**src/rtl/xline_pkg.sv**
```systemverilog
// Shared constants for the edge interrupt line controller: register
// addresses and the group boundary functions. Assumes three request groups.
package xline_pkg;

    localparam logic [2:0] ADDR_EN   = 3'd0;
    localparam logic [2:0] ADDR_RISE = 3'd1;
    localparam logic [2:0] ADDR_FALL = 3'd2;
    localparam logic [2:0] ADDR_PEND = 3'd3;
    localparam logic [2:0] ADDR_SRC  = 3'd4;

    localparam int NUM_GRP = 3;

    // Lowest line number belonging to group g.
    function automatic int grp_lo(input int g, input int last0, input int last1);
        case (g)
            0:       return 0;
            1:       return last0 + 1;
            default: return last1 + 1;
        endcase
    endfunction

    // Highest line number belonging to group g.
    function automatic int grp_hi(input int g, input int last0, input int last1,
                                  input int nlines);
        case (g)
            0:       return last0;
            1:       return last1;
            default: return nlines - 1;
        endcase
    endfunction

endpackage

```
**src/rtl/xline_regs.sv**
```systemverilog
// Register file: holds the line enables, the edge selects and the packed
// source selects. Decodes write-one-to-clear strobes for the pending flags
// and muxes read data. Assumes NUM_LINES*SRC_W <= DATA_W.
module xline_regs #(
    parameter int NUM_LINES = 16,
    parameter int SRC_W     = 2,
    parameter int DATA_W    = 32
) (
    input  logic                       clk,
    input  logic                       rst_n,
    input  logic                       reg_wr,
    input  logic [2:0]                 reg_addr,
    input  logic [DATA_W-1:0]          reg_wdata,
    input  logic [NUM_LINES-1:0]       status,
    output logic [NUM_LINES-1:0]       line_en,
    output logic [NUM_LINES-1:0]       rise_sel,
    output logic [NUM_LINES-1:0]       fall_sel,
    output logic [NUM_LINES*SRC_W-1:0] src_sel,
    output logic [NUM_LINES-1:0]       clr_mask,
    output logic [DATA_W-1:0]          reg_rdata
);
    import xline_pkg::*;

    localparam int SEL_BITS = NUM_LINES * SRC_W;

    // Configuration register updates on write strobes.
    always_ff @(posedge clk) begin
        if (!rst_n) begin
            line_en  <= '0;
            rise_sel <= '0;
            fall_sel <= '0;
            src_sel  <= '0;
        end else if (reg_wr) begin
            case (reg_addr)
                ADDR_EN:   line_en  <= reg_wdata[NUM_LINES-1:0];
                ADDR_RISE: rise_sel <= reg_wdata[NUM_LINES-1:0];
                ADDR_FALL: fall_sel <= reg_wdata[NUM_LINES-1:0];
                ADDR_SRC:  src_sel  <= reg_wdata[SEL_BITS-1:0];
                default: ;
            endcase
        end
    end

    // Write-one-to-clear strobes toward the pending flags.
    always_comb begin
        clr_mask = '0;
        if (reg_wr && reg_addr == ADDR_PEND)
            clr_mask = reg_wdata[NUM_LINES-1:0];
    end

    // Combinational read data selection.
    always_comb begin
        reg_rdata = '0;
        case (reg_addr)
            ADDR_EN:   reg_rdata[NUM_LINES-1:0] = line_en;
            ADDR_RISE: reg_rdata[NUM_LINES-1:0] = rise_sel;
            ADDR_FALL: reg_rdata[NUM_LINES-1:0] = fall_sel;
            ADDR_PEND: reg_rdata[NUM_LINES-1:0] = status;
            ADDR_SRC:  reg_rdata[SEL_BITS-1:0]  = src_sel;
            default: ;
        endcase
    end

endmodule

```
**src/rtl/xline_src_mux.sv**
```systemverilog
// Per-line source multiplexer: line k takes pin k of the selected port.
// Select codes beyond NUM_PORTS-1 yield a constant 0.
module xline_src_mux #(
    parameter int NUM_LINES = 16,
    parameter int NUM_PORTS = 4,
    parameter int SRC_W     = 2
) (
    input  logic [NUM_PORTS*NUM_LINES-1:0] port_pins,
    input  logic [NUM_LINES*SRC_W-1:0]     src_sel,
    output logic [NUM_LINES-1:0]           line_raw
);
    localparam int CAND = 1 << SRC_W;

    for (genvar k = 0; k < NUM_LINES; k++) begin : g_line
        logic [CAND-1:0]  cand;
        logic [SRC_W-1:0] sel;
        // Gather pin k of every port, padding unused codes.
        for (genvar p = 0; p < CAND; p++) begin : g_port
            if (p < NUM_PORTS) begin : g_real
                assign cand[p] = port_pins[p*NUM_LINES + k];
            end else begin : g_pad
                assign cand[p] = 1'b0;
            end
        end
        assign sel = src_sel[k*SRC_W +: SRC_W];
        // Pick the routed pin for this line.
        assign line_raw[k] = cand[sel];
    end

endmodule

```
**src/rtl/xline_sync_edge.sv**
```systemverilog
// Two-flop synchroniser plus a history flop per line. Emits one-cycle
// rise and fall pulses. Assumes inputs may be asynchronous to clk.
module xline_sync_edge #(
    parameter int NUM_LINES = 16
) (
    input  logic                 clk,
    input  logic                 rst_n,
    input  logic [NUM_LINES-1:0] line_raw,
    output logic [NUM_LINES-1:0] rise,
    output logic [NUM_LINES-1:0] fall
);
    logic [NUM_LINES-1:0] meta_q;
    logic [NUM_LINES-1:0] sync_q;
    logic [NUM_LINES-1:0] prev_q;

    for (genvar k = 0; k < NUM_LINES; k++) begin : g_line
        // Synchroniser stages and history for line k.
        always_ff @(posedge clk) begin
            if (!rst_n) begin
                meta_q[k] <= 1'b0;
                sync_q[k] <= 1'b0;
                prev_q[k] <= 1'b0;
            end else begin
                meta_q[k] <= line_raw[k];
                sync_q[k] <= meta_q[k];
                prev_q[k] <= sync_q[k];
            end
        end
        // Edge pulses from the current and previous synchronised values.
        assign rise[k] =  sync_q[k] & ~prev_q[k];
        assign fall[k] = ~sync_q[k] &  prev_q[k];
    end

    // a rise pulse lasts a single cycle per transition.
    assert_rise_single_R10: assert property (@(posedge clk) disable iff (!rst_n)
        ((rise & $past(rise)) == '0));
    // a fall pulse lasts a single cycle per transition.
    assert_fall_single_R10: assert property (@(posedge clk) disable iff (!rst_n)
        ((fall & $past(fall)) == '0));

endmodule

```
**src/rtl/xline_pend.sv**
```systemverilog
// Sticky pending flags: set by qualifying edges on enabled lines, cleared
// by write-one strobes. A set in the same cycle as a clear wins.
module xline_pend #(
    parameter int NUM_LINES = 16
) (
    input  logic                 clk,
    input  logic                 rst_n,
    input  logic [NUM_LINES-1:0] line_en,
    input  logic [NUM_LINES-1:0] rise_sel,
    input  logic [NUM_LINES-1:0] fall_sel,
    input  logic [NUM_LINES-1:0] rise,
    input  logic [NUM_LINES-1:0] fall,
    input  logic [NUM_LINES-1:0] clr_mask,
    output logic [NUM_LINES-1:0] pend
);
    logic [NUM_LINES-1:0] set_mask;

    // Qualify edges with per-line selects and enables.
    always_comb begin
        set_mask = line_en & ((rise_sel & rise) | (fall_sel & fall));
    end

    // Pending flag update.
    always_ff @(posedge clk) begin
        if (!rst_n) pend <= '0;
        else        pend <= (pend & ~clr_mask) | set_mask;
    end

    // a flag not cleared stays set.
    assert_sticky_R5: assert property (@(posedge clk) disable iff (!rst_n)
        ((($past(pend) & ~$past(clr_mask)) & ~pend) == '0));
    // a clear with no competing edge empties the flag.
    assert_clear_R5: assert property (@(posedge clk) disable iff (!rst_n)
        ((pend & $past(clr_mask) & ~$past(set_mask)) == '0));
    // a qualifying edge always leaves its flag set.
    assert_set_wins_R6: assert property (@(posedge clk) disable iff (!rst_n)
        (($past(set_mask) & ~pend) == '0));
    // a newly set flag needs the line enabled the cycle before.
    assert_no_set_disabled_R4: assert property (@(posedge clk) disable iff (!rst_n)
        (((pend & ~$past(pend)) & ~$past(line_en)) == '0));

endmodule

```
**src/rtl/xline_irq_ctrl.sv**
```systemverilog
// Top of the edge interrupt line controller. Routes pins to lines, detects
// edges, latches pending flags and merges enabled flags into three grouped
// level requests. Group g covers lines grp_lo..grp_hi. Assumes
// 0 <= GRP0_LAST < GRP1_LAST < NUM_LINES-1.
module xline_irq_ctrl #(
    parameter int NUM_LINES = 16,
    parameter int NUM_PORTS = 4,
    parameter int DATA_W    = 32,
    parameter int GRP0_LAST = 1,
    parameter int GRP1_LAST = 3
) (
    input  logic                           clk,
    input  logic                           rst_n,
    input  logic [NUM_PORTS*NUM_LINES-1:0] port_pins,
    input  logic                           reg_wr,
    input  logic [2:0]                     reg_addr,
    input  logic [DATA_W-1:0]              reg_wdata,
    output logic [DATA_W-1:0]              reg_rdata,
    output logic [xline_pkg::NUM_GRP-1:0]  irq_grp
);
    import xline_pkg::*;

    localparam int SRC_W = (NUM_PORTS > 1) ? $clog2(NUM_PORTS) : 1;

    logic [NUM_LINES-1:0]       line_en, rise_sel, fall_sel, clr_mask;
    logic [NUM_LINES*SRC_W-1:0] src_sel;
    logic [NUM_LINES-1:0]       line_raw, rise, fall, pend, status;

    xline_regs #(.NUM_LINES(NUM_LINES), .SRC_W(SRC_W), .DATA_W(DATA_W)) u_regs (
        .clk(clk), .rst_n(rst_n), .reg_wr(reg_wr), .reg_addr(reg_addr),
        .reg_wdata(reg_wdata), .status(status), .line_en(line_en),
        .rise_sel(rise_sel), .fall_sel(fall_sel), .src_sel(src_sel),
        .clr_mask(clr_mask), .reg_rdata(reg_rdata)
    );

    xline_src_mux #(.NUM_LINES(NUM_LINES), .NUM_PORTS(NUM_PORTS), .SRC_W(SRC_W)) u_mux (
        .port_pins(port_pins), .src_sel(src_sel), .line_raw(line_raw)
    );

    xline_sync_edge #(.NUM_LINES(NUM_LINES)) u_edge (
        .clk(clk), .rst_n(rst_n), .line_raw(line_raw), .rise(rise), .fall(fall)
    );

    xline_pend #(.NUM_LINES(NUM_LINES)) u_pend (
        .clk(clk), .rst_n(rst_n), .line_en(line_en), .rise_sel(rise_sel),
        .fall_sel(fall_sel), .rise(rise), .fall(fall), .clr_mask(clr_mask),
        .pend(pend)
    );

    // Status visible to software and to the group merge.
    assign status = pend & line_en;

    for (genvar g = 0; g < NUM_GRP; g++) begin : g_grp
        localparam int LO = grp_lo(g, GRP0_LAST, GRP1_LAST);
        localparam int HI = grp_hi(g, GRP0_LAST, GRP1_LAST, NUM_LINES);
        // Level request for this group.
        assign irq_grp[g] = |status[HI:LO];
    end

    // with every line disabled no request is raised.
    assert_quiet_disabled_R4: assert property (@(posedge clk) disable iff (!rst_n)
        (line_en == '0) |-> (irq_grp == '0));
    // requests are low on the first cycle out of reset.
    assert_reset_quiet_R1: assert property (@(posedge clk)
        $rose(rst_n) |-> (irq_grp == '0));

endmodule

```
**config.mk**
```make
export PLATFORM = sky130hd
export DESIGN_NAME = xline_irq_ctrl
export DESIGN_NICKNAME = d
export VERILOG_FILES = /design/src/rtl/xline_pkg.sv /design/src/rtl/xline_regs.sv /design/src/rtl/xline_src_mux.sv /design/src/rtl/xline_sync_edge.sv /design/src/rtl/xline_pend.sv /design/src/rtl/xline_irq_ctrl.sv
export SDC_FILE = /design/constraint.sdc
export NUM_CORES = 1
export LEC_CHECK = 0
export ABC_AREA = 1
export CAP_MARGIN = 10
export CORE_MARGIN = 5
export CORE_UTILIZATION = 50
export CTS_CLUSTER_SIZE = 40
export DETAILED_ROUTE_END_ITERATION = 8
export MAX_ROUTING_LAYER = met4
export PLACE_DENSITY = 0.77
export SLEW_MARGIN = 20
export SYNTH_ARGS = -nofsm -noshare
export SYNTH_HDL_FRONTEND = slang
export SYNTH_HIERARCHICAL = 1
export SYNTH_SLANG_ARGS = --single-unit
```
**constraint.sdc**
```tcl
create_clock -name clk -period 1.63 [get_ports clk]
set_clock_uncertainty 0.15 [all_clocks]
set_input_delay 0.163 -clock clk [delete_from_list [all_inputs] [get_ports clk]]
set_output_delay 0.163 -clock clk [all_outputs]
set_load 0.03 [all_outputs]
```
[Word level (Yosys, flattened, before mapping)]
Index checks and enable logic that the tools add are counted.
Storage, ports and cells
  flip-flop bits (word level): 144
  input port bits: 102
Cells by class
  $lt $le $gt $ge: 16
  equality and inequality tests: 4
  mux-type cells: 35
  bitwise operators: 72
  reductions and logical operators: 9
Operators by type and width (count)
  bitwise AND 16 bit: 5
  case mux 16 bit (5 select lines): 1
  less-than comparator 2 x 3 -> 1 bit, second input constant: 16
  bitwise AND 1 bit: 32
  binary-select mux 1 bit (select 2 bit): 16
  2-to-1 mux 16 bit: 2
  NOT 1 bit: 32
  bitwise OR 16 bit: 2
  2-to-1 mux 1 bit: 16
  NOT 16 bit: 1
  OR reduction 12 bit: 1
  AND reduction 2 bit: 4
  == test 3 x 2 -> 1 bit, second input constant: 2
  OR reduction 2 bit: 2
  == test 3 x 1 -> 1 bit, second input constant: 1
  == test 3 bit, second input constant: 1
  zero test 3 bit: 1
  logical AND 1 bit: 1

[Logic depth before layout (Yosys ltp)]
Gate-level depths: netlist (run 1).
  depth in word-level cells: 6
  gate-level depth with buffers: 9

[Cells and area by module]
Netlist (run 1), hierarchy kept.
By module, submodules not included
  xline_regs: times used 1, cells each 670, area each 4356.7 µm²
  xline_sync_edge: times used 1, cells each 213, area each 1601.5 µm²
  xline_src_mux: times used 1, cells each 208, area each 820.8 µm²
  xline_pend: times used 1, cells each 130, area each 813.3 µm²
  xline_irq_ctrl: times used 1, cells each 44, area each 166.4 µm²

[Least setup slack after synthesis (run 1)]
Ideal clock, no wire load.
  kind: input to output
  from: input port reg_addr[1]
  to: output port reg_rdata[21]
  data arrival time: 1286 ps
  data required time: 1317 ps
  setup slack: 31 ps
  stages: 6
  path through: buf_6 nor2_4 buf_4 nand2_1 buf_2 nor2_1
Between the ends
  longest elaborated chain between the ends: 2
Ends and longest elaborated chain
  from (decl): RTL line xline_irq_ctrl.sv:16  | input logic [2:0] reg_addr,
  == test 3 bit: RTL line xline_regs.sv:54  | case (reg_addr)
  2-to-1 mux 16 bit: RTL line xline_regs.sv:54
  to (decl): RTL line xline_irq_ctrl.sv:18  | output logic [DATA_W-1:0] reg_rdata,
No other way between the ends.

[Worst setup path in the final report (run 1)]
  from: register u_pend.pend[6]
  to: output port reg_rdata[6]
Between the ends
  longest elaborated chain between the ends: 2
Ends and longest elaborated chain
  from (decl): RTL line xline_pend.sv:14  | output logic [NUM_LINES-1:0] pend
  from (signal assigned): RTL line xline_pend.sv:26  | else pend <= (pend & ~clr_mask) | set_mask;
  bitwise AND 16 bit: RTL line xline_irq_ctrl.sv:51  | assign status = pend & line_en;
  via status[6]: RTL line xline_irq_ctrl.sv:27  | logic [NUM_LINES-1:0] line_raw, rise, fall, pend, status;
  case mux 16 bit (5 select lines): RTL line xline_regs.sv:54
The timed path passes the listed nets, and every way through them passes these cells.

==> impl_metrics.toml, run 1 <==
[worst_setup_path]
slowest_stage = "dfxtp_1"
crit_arrival_ns = 1.35
cp-end-kind = "output port"
ff2ff_path_depth = 6
cp_max_fo = 2
cp_num_cells = 7
path_cells = "nand2_4 -> inv_2 -> nand4_1 -> nand2_1 -> nor2_1 -> nand2_1 -> buf_12"
max_stage_delay_ns = 0.34
crit_type = "reg -> out"
critPathTopFamily = "simple AND/OR/NAND/NOR gates"
critical_path_buf_inv_count = 2
start_kind = "flip-flop"
cpMostUsedCell = "nand2_1"
cp.required_ns = 1.32

[pwr]
switching_share_pct = 25.0
power.density_nw_per_um2 = 800
power_switching_w = 0.00210
leakagePower_nw = 5.39
ir_drop_mv = 0.748
p_clk_share_pct = 42.6
intPower_w = 0.00632
comb_power_share_pct = 13.3
pwr-share-seq_pct = 44.2

[placement]
portBuffers = 136
dp.cells = 1592
gp_congestion = 0.984
dp_hpwl_mm = 16.4

[sta]
fin_tns_setup_ns = -0.0931
fin_hold_ws_ns = 0.0204
worstMarginPinSlew_ns = 0.476
hold_viol_final = 0
fin_ws_ns = -0.0355
max_freq_ghz = 0.600
setup_viol = 5
finalCritPeriodShare_pct = 102
rsz0062_at_grt = "yes"
max_slew_margin_pct = 68.2
maxSlewViolCount = 0
final.min_clock_period_ns = 1.67

[finish]
utilization_pct = 69.3
fill_cells = 1292
final_nets = 1534
drive_gt1_share_pct = 19.2
area_delta_synth_final_pct = 35.8
finalNonFillerCells = 1634

[routing]
drc_errors = 1
vias = 8254
first_pass_iters = 8
drt_iter0_drc = 982
highest_layer = "met4"
route.met3.wl_mm = 2.28
met1_length_mm = 10.1
avgRoutedWirePerCell_um = 14.0
vias_per_cell = 5.05
drt_wl_total_mm = 22.9
ant_nets = 0
wl_met2_mm = 10.2

[floorplan]
dieArea_um2 = 18100
num_rows = 45
die_width_um = 135
start_util_pct = 51.0
io_pins = 137
die_y_um = 135
core_area_um2 = 15200

[clock_tree]
htree_levels = 4
clock-sinks = 144
cts_buffers = 17
path_clk_slew_ns = 0.06
tritoncts = "done"
cts_root_buf = "clkbuf_16"
insertion_delay_ns = 0.42
clock_path_buffers = 2

[grt]
grtUsageTotal_pct = 25.9
grt_first_pass_wirelength_mm = 36.7
antenna_found_initial = 1
overflow = 0
grt_start_max_net_pins = 47
grt_pass1_vias = 7459

[synthesis]
synth_top_area_share_pct = 37.2
yosysSeqAreaShare_pct = 37.2
post-synth-top-area-cell = "dfxtp_1"
synth_area_um2 = 7760
syn-num-nets = 1367
synth.avg_cell_area_um2 = 6.13
ys_ff_latch = 144
synth.distinct_cells = 20
netlist_instances = 1265
synthTopCellsByArea = "dfxtp_1, nand2_1, inv_1"
yosysWarnings = 6

[outcome]
status = "complete, but fails checks"
violations = "design-rule violations, negative setup slack"

[worst_hold_path]
min_path_type = "in -> reg"
holdPathStages = 3

[job]
max_cap_viol_count = 0
==> worst reg2reg max path, delay by kind of cell, from the launching register on <==
kind            cells  cell delay, ns
flops               1            0.35
compound gates      1            0.11
simple gates        4            0.40
buf+inv             1            0.05
==> path summary, 6_finish.rpt <==
check                              startpoint                              to  slack (ns)
setup reg to reg  u_edge/sync_q[4]$_SDFF_PN0_       u_pend/pend[4]$_SDFF_PN0_        0.51
setup / recovery    u_pend/pend[6]$_SDFF_PN0_                    reg_rdata[6]       -0.04
hold / removal                         reg_wr  u_regs/src_sel[4]$_SDFFE_PN0P_        0.02
hold reg to reg   u_edge/meta_q[1]$_SDFF_PN0_     u_edge/sync_q[1]$_SDFF_PN0_        0.26
==> area by class of cell <==
class / instances / area (um2) / share of cell area (%)
Multi-Input combinational cell: 791 / 3700 / 35.1
Clock buffer: 26 / 479 / 4.55
Clock inverter: 6 / 57.6 / 0.546
Antenna cell: 1 / 2.50 / 0.0238
Tap cell: 188 / 235 / 2.23
Inverter: 268 / 1010 / 9.60
Sequential cell: 144 / 2950 / 28.0
Timing Repair Buffer: 210 / 2100 / 19.9
==> per-stage QoR <==
stage / total power, W / instance area (um2) / worst slack [ns]
after detailed placement: 0.00487 / 9640 / -0.372
after global placement: 0.00486 / 9640 / -0.357
after floorplan: 0.00433 / 7760 / 0.0314
after global routing: 0.00876 / 10500 / -0.122
final: 0.00843 / 10500 / -0.0355
after CTS: 0.00846 / 10400 / -0.0309
==> cell families (layout without fill, tap and decap cells) <==
group	Yosys count	in the layout	synth area share, %
AO/OA/AOI/OAI	48	48	4.61
other	0	1	0
AND/OR/NAND/NOR	743	743	40.6
buffers and inverters	330	510	17.6
flip-flops	144	144	37.2
==> power by group through the flow <==
stage	registers (W)	logic, W	clock network (W)
2_1_floorplan	0.00378	0.000559	0
3_3_place_gp	0.00380	0.00106	0
3_5_place_dp	0.00380	0.00107	0
4_1_cts	0.00373	0.00109	0.00364
5_1_grt	0.00374	0.00122	0.00380
6_report	0.00372	0.00112	0.00359
==> cells in the final DEF, fill, tap and decap left out, types with 7 or more instances in the layout <==
cell type,instances
clkbuf_16,17
buf_12,19
dfxtp_4,7
dfxtp_2,34
nand3_2,14
buf_6,14
inv_2,26
buf_4,74
nand2_1,352
clkdlybuf4s50_1,96
nor2_2,13
clkbuf_1,7
nand4_1,85
inv_1,240
nand3_1,67
a21boi_1,28
nor2_1,178
a21oi_2,10
dfxtp_1,103
nand2_2,24
==> routing by layer <==
layer / track usage, % / up-vias
met2: 38.0 / 430
met1: 35.3 / 3643
met3: 6.30 / 44
met4: 8.37 / 0
met5: - / -
li1: - / 4137
==> cell usage after synthesis <==
master	n
a21boi_1	28
clkbuf_1	16
a21boi_0	4
nand3_2	3
nand2_1	382
inv_1	253
nand3_1	78
buf_1	6
buf_4	8
inv_2	14
buf_2	23
a21oi_2	10
nor2_4	4
nor2_2	1
a21oi_1	6
nor2_1	190
dfxtp_1	144
inv_4	1
buf_6	9
nand4_1	85
==> repair_timing <==
item / CTS / global route
hold buffers: 1 / 0
pin swaps: 32 / 39
hold endpoints to repair: 12 / 0
buffers inserted: 6 / 2
endpoints found under the setup margin: 35 / 20
cloned: 0 / 0
resized for setup: 78 / 73
==> state kept, by name (all words and copies together) (netlist names) <==
name / count
u_regs/src_sel: 32
u_edge/meta_q: 16
u_regs/line_en: 16
u_edge/sync_q: 16
u_pend/pend: 16
u_regs/fall_sel: 16
u_edge/prev_q: 16
u_regs/rise_sel: 16
Note: power is estimated with default switching activity, not from simulation.
==> run 2: changes to the inputs <==
--- a/config.mk
+++ b/config.mk
@@ -13,7 +13,7 @@
 export DETAILED_ROUTE_END_ITERATION = 8
 export MAX_ROUTING_LAYER = met4
 export PLACE_DENSITY = 0.77
-export SLEW_MARGIN = 20
+export SLEW_MARGIN = 5
 export SYNTH_ARGS = -nofsm -noshare
 export SYNTH_HDL_FRONTEND = slang
 export SYNTH_HIERARCHICAL = 1
==> constraint.sdc (replaced) <==
create_clock -name clk -period 1.6 [get_ports clk]
set_clock_uncertainty 0.15 [all_clocks]
set_input_delay 0.16 -clock clk [delete_from_list [all_inputs] [get_ports clk]]
set_output_delay 0.16 -clock clk [all_outputs]
set_load 0.03 [all_outputs]
==> impl_metrics.toml, run 2 (synthesis gave the netlist of run 1 again) <==
[worst_setup_path]
crit_arrival_ns = 1.38
crit_type = "reg -> out"
cpMostUsedCell = "nand2_2"
cp.required_ns = 1.29
max_stage_delay_ns = 0.33
start_kind = "flip-flop"
cp-end-kind = "output port"
cp_max_fo = 2
slowest_stage = "dfxtp_2"
path_cells = "nand2_2 -> inv_2 -> nand4_1 -> nand2_1 -> nor2_2 -> nand2_2 -> buf_12"
ff2ff_path_depth = 6

[grt]
grt_pass1_vias = 8209
overflow = 0
grtUsageTotal_pct = 28.1
grt_start_max_net_pins = 41
antenna_found_initial = 1
grt_first_pass_wirelength_mm = 39.8

[pwr]
switching_share_pct = 24.9
power_switching_w = 0.00221
pwr-share-seq_pct = 42.8
comb_power_share_pct = 13.8
p_clk_share_pct = 43.4
leakagePower_nw = 5.52
intPower_w = 0.00667
power.density_nw_per_um2 = 818
ir_drop_mv = 0.788

[routing]
avgRoutedWirePerCell_um = 15.1
first_pass_iters = 9
vias = 8703
drc_errors = 0
vias_per_cell = 5.25
ant_nets = 0
drt_iter0_drc = 997
drt_wl_total_mm = 25.0

[floorplan]
die_y_um = 135
die_width_um = 135
dieArea_um2 = 18100
core_area_um2 = 15200
start_util_pct = 51.0
num_rows = 45
io_pins = 137

[placement]
dp_hpwl_mm = 16.7
portBuffers = 136
pre_cts_slack_ns = -0.345
gp_congestion = 0.918

[clock_tree]
tritoncts = "done"
path_clk_slew_ns = 0.06
htree_levels = 4
cts_buffers = 17
clock-sinks = 144
insertion_delay_ns = 0.42
clock_path_buffers = 2
cts_root_buf = "clkbuf_16"

[job]
max_cap_viol_count = 0

[finish]
area_delta_synth_final_pct = 39.8
largest_register_ffs = 32
largest-register = "u_regs/src_sel"
multi_input_area_um2 = 3710
fill_cells = 1190
final_common_cell = "nand2_1"
final_nets = 1558
register_area_um2 = 2950
drive_gt1_share_pct = 21.0
final_cell_mix = "nand2_1, inv_1, nor2_1"

[sta]
hold_viol_final = 0
rsz0062_at_grt = "yes"
worstMarginPinSlew_ns = 0.509
finalCritPeriodShare_pct = 106
max_freq_ghz = 0.592
maxSlewViolCount = 0
fin_ws_ns = -0.0886
final.min_clock_period_ns = 1.69
fin_tns_setup_ns = -0.446
setup_viol = 15
max_slew_margin_pct = 66.0

[outcome]
status = "complete, but fails checks"
violations = "negative setup slack"

[worst_hold_path]
min_path_type = "in -> reg"
holdPathStages = 3
[run 2: changes by cell type in the layout (fill, tap and decap cells not counted), moves of 4 or more]
cell,before,now
buf_4,74,86
buf_6,14,20
dfxtp_2,34,39
nor2_2,13,8
clkbuf_8,2,6
nand2_2,24,28
[run 2: metrics by stage]
| stage | total power [W] | util (%) | cell area [um2] | cells | hold slack (ns) |
|---|---|---|---|---|---|
| global placement | 0.00494 | 63.3 | 9620 | 1595 | 0.243 |
| global route | 0.00919 | 71.4 | 10800 | 1658 | 0.168 |
| finish | 0.00887 | 71.4 | 10800 | 1658 | 0.166 |
| CTS | 0.00887 | 70.7 | 10700 | 1657 | 0.155 |
| floorplan | 0.00442 | - | 7760 | 1265 | 0.145 |
| detailed placement | 0.00496 | 63.3 | 9620 | 1595 | 0.251 |
[run 2: timing repair]
action                                  4_1_cts  5_1_grt
pin swaps                                    49       29
resized for setup                           116       53
cloned                                        5        0
hold buffers                                  2        0
endpoints found under the setup margin       35       17
setup buffers                                23        1
endpoints found under the hold margin        20        0
[run 2: cell type report]
class | instances | share of cell area (%)
Clock buffer | 27 | 4.82
Multi-Input combinational cell | 791 | 34.2
Sequential cell | 144 | 27.2
Inverter | 268 | 9.32
Timing Repair Buffer | 234 | 21.8
Clock inverter | 5 | 0.461
Antenna cell | 1 | 0.0231
Tap cell | 188 | 2.17
[run 2: worst max-delay path: cells and delay by family, from the launching register on]
kind                   cells  cell delay (ns)
and+or+nand+nor            5             0.47
DFF                        1             0.33
buffers and inverters      2             0.16
[run 2: power groups by stage]
stage                     Sequential [W]  Clock (W)  Combinational [W]
after global routing             0.00381    0.00405            0.00132
after global placement           0.00387          0            0.00106
final                            0.00380    0.00385            0.00123
after floorplan                  0.00385          0           0.000569
after detailed placement         0.00387          0            0.00108
after CTS                        0.00380    0.00388            0.00119
[run 2: path summary, 6_finish.rpt]
path | slack (ns) | endpoint | from
worst max-delay path | -0.09 | reg_rdata[10] | u_regs/line_en[10]$_SDFFE_PN0P_
worst min-delay path | 0.17 | u_regs/src_sel[23]$_SDFFE_PN0P_ | reg_wdata[23]
worst max register to register | 0.47 | u_pend/pend[4]$_SDFF_PN0_ | u_edge/sync_q[4]$_SDFF_PN0_
worst min register to register | 0.26 | u_edge/sync_q[13]$_SDFF_PN0_ | u_edge/meta_q[13]$_SDFF_PN0_
[run 2: metal layers]
layer	share of wire [%]	vias to the layer above	wire length (um)	global-route usage [%]
li1	-	4190	-	-
met1	40	3877	10100	35.2
met2	45	535	11300	43.9
met3	11	101	2810	7.12
met4	3.5	0	888	11.0
met5	0	-	0	-
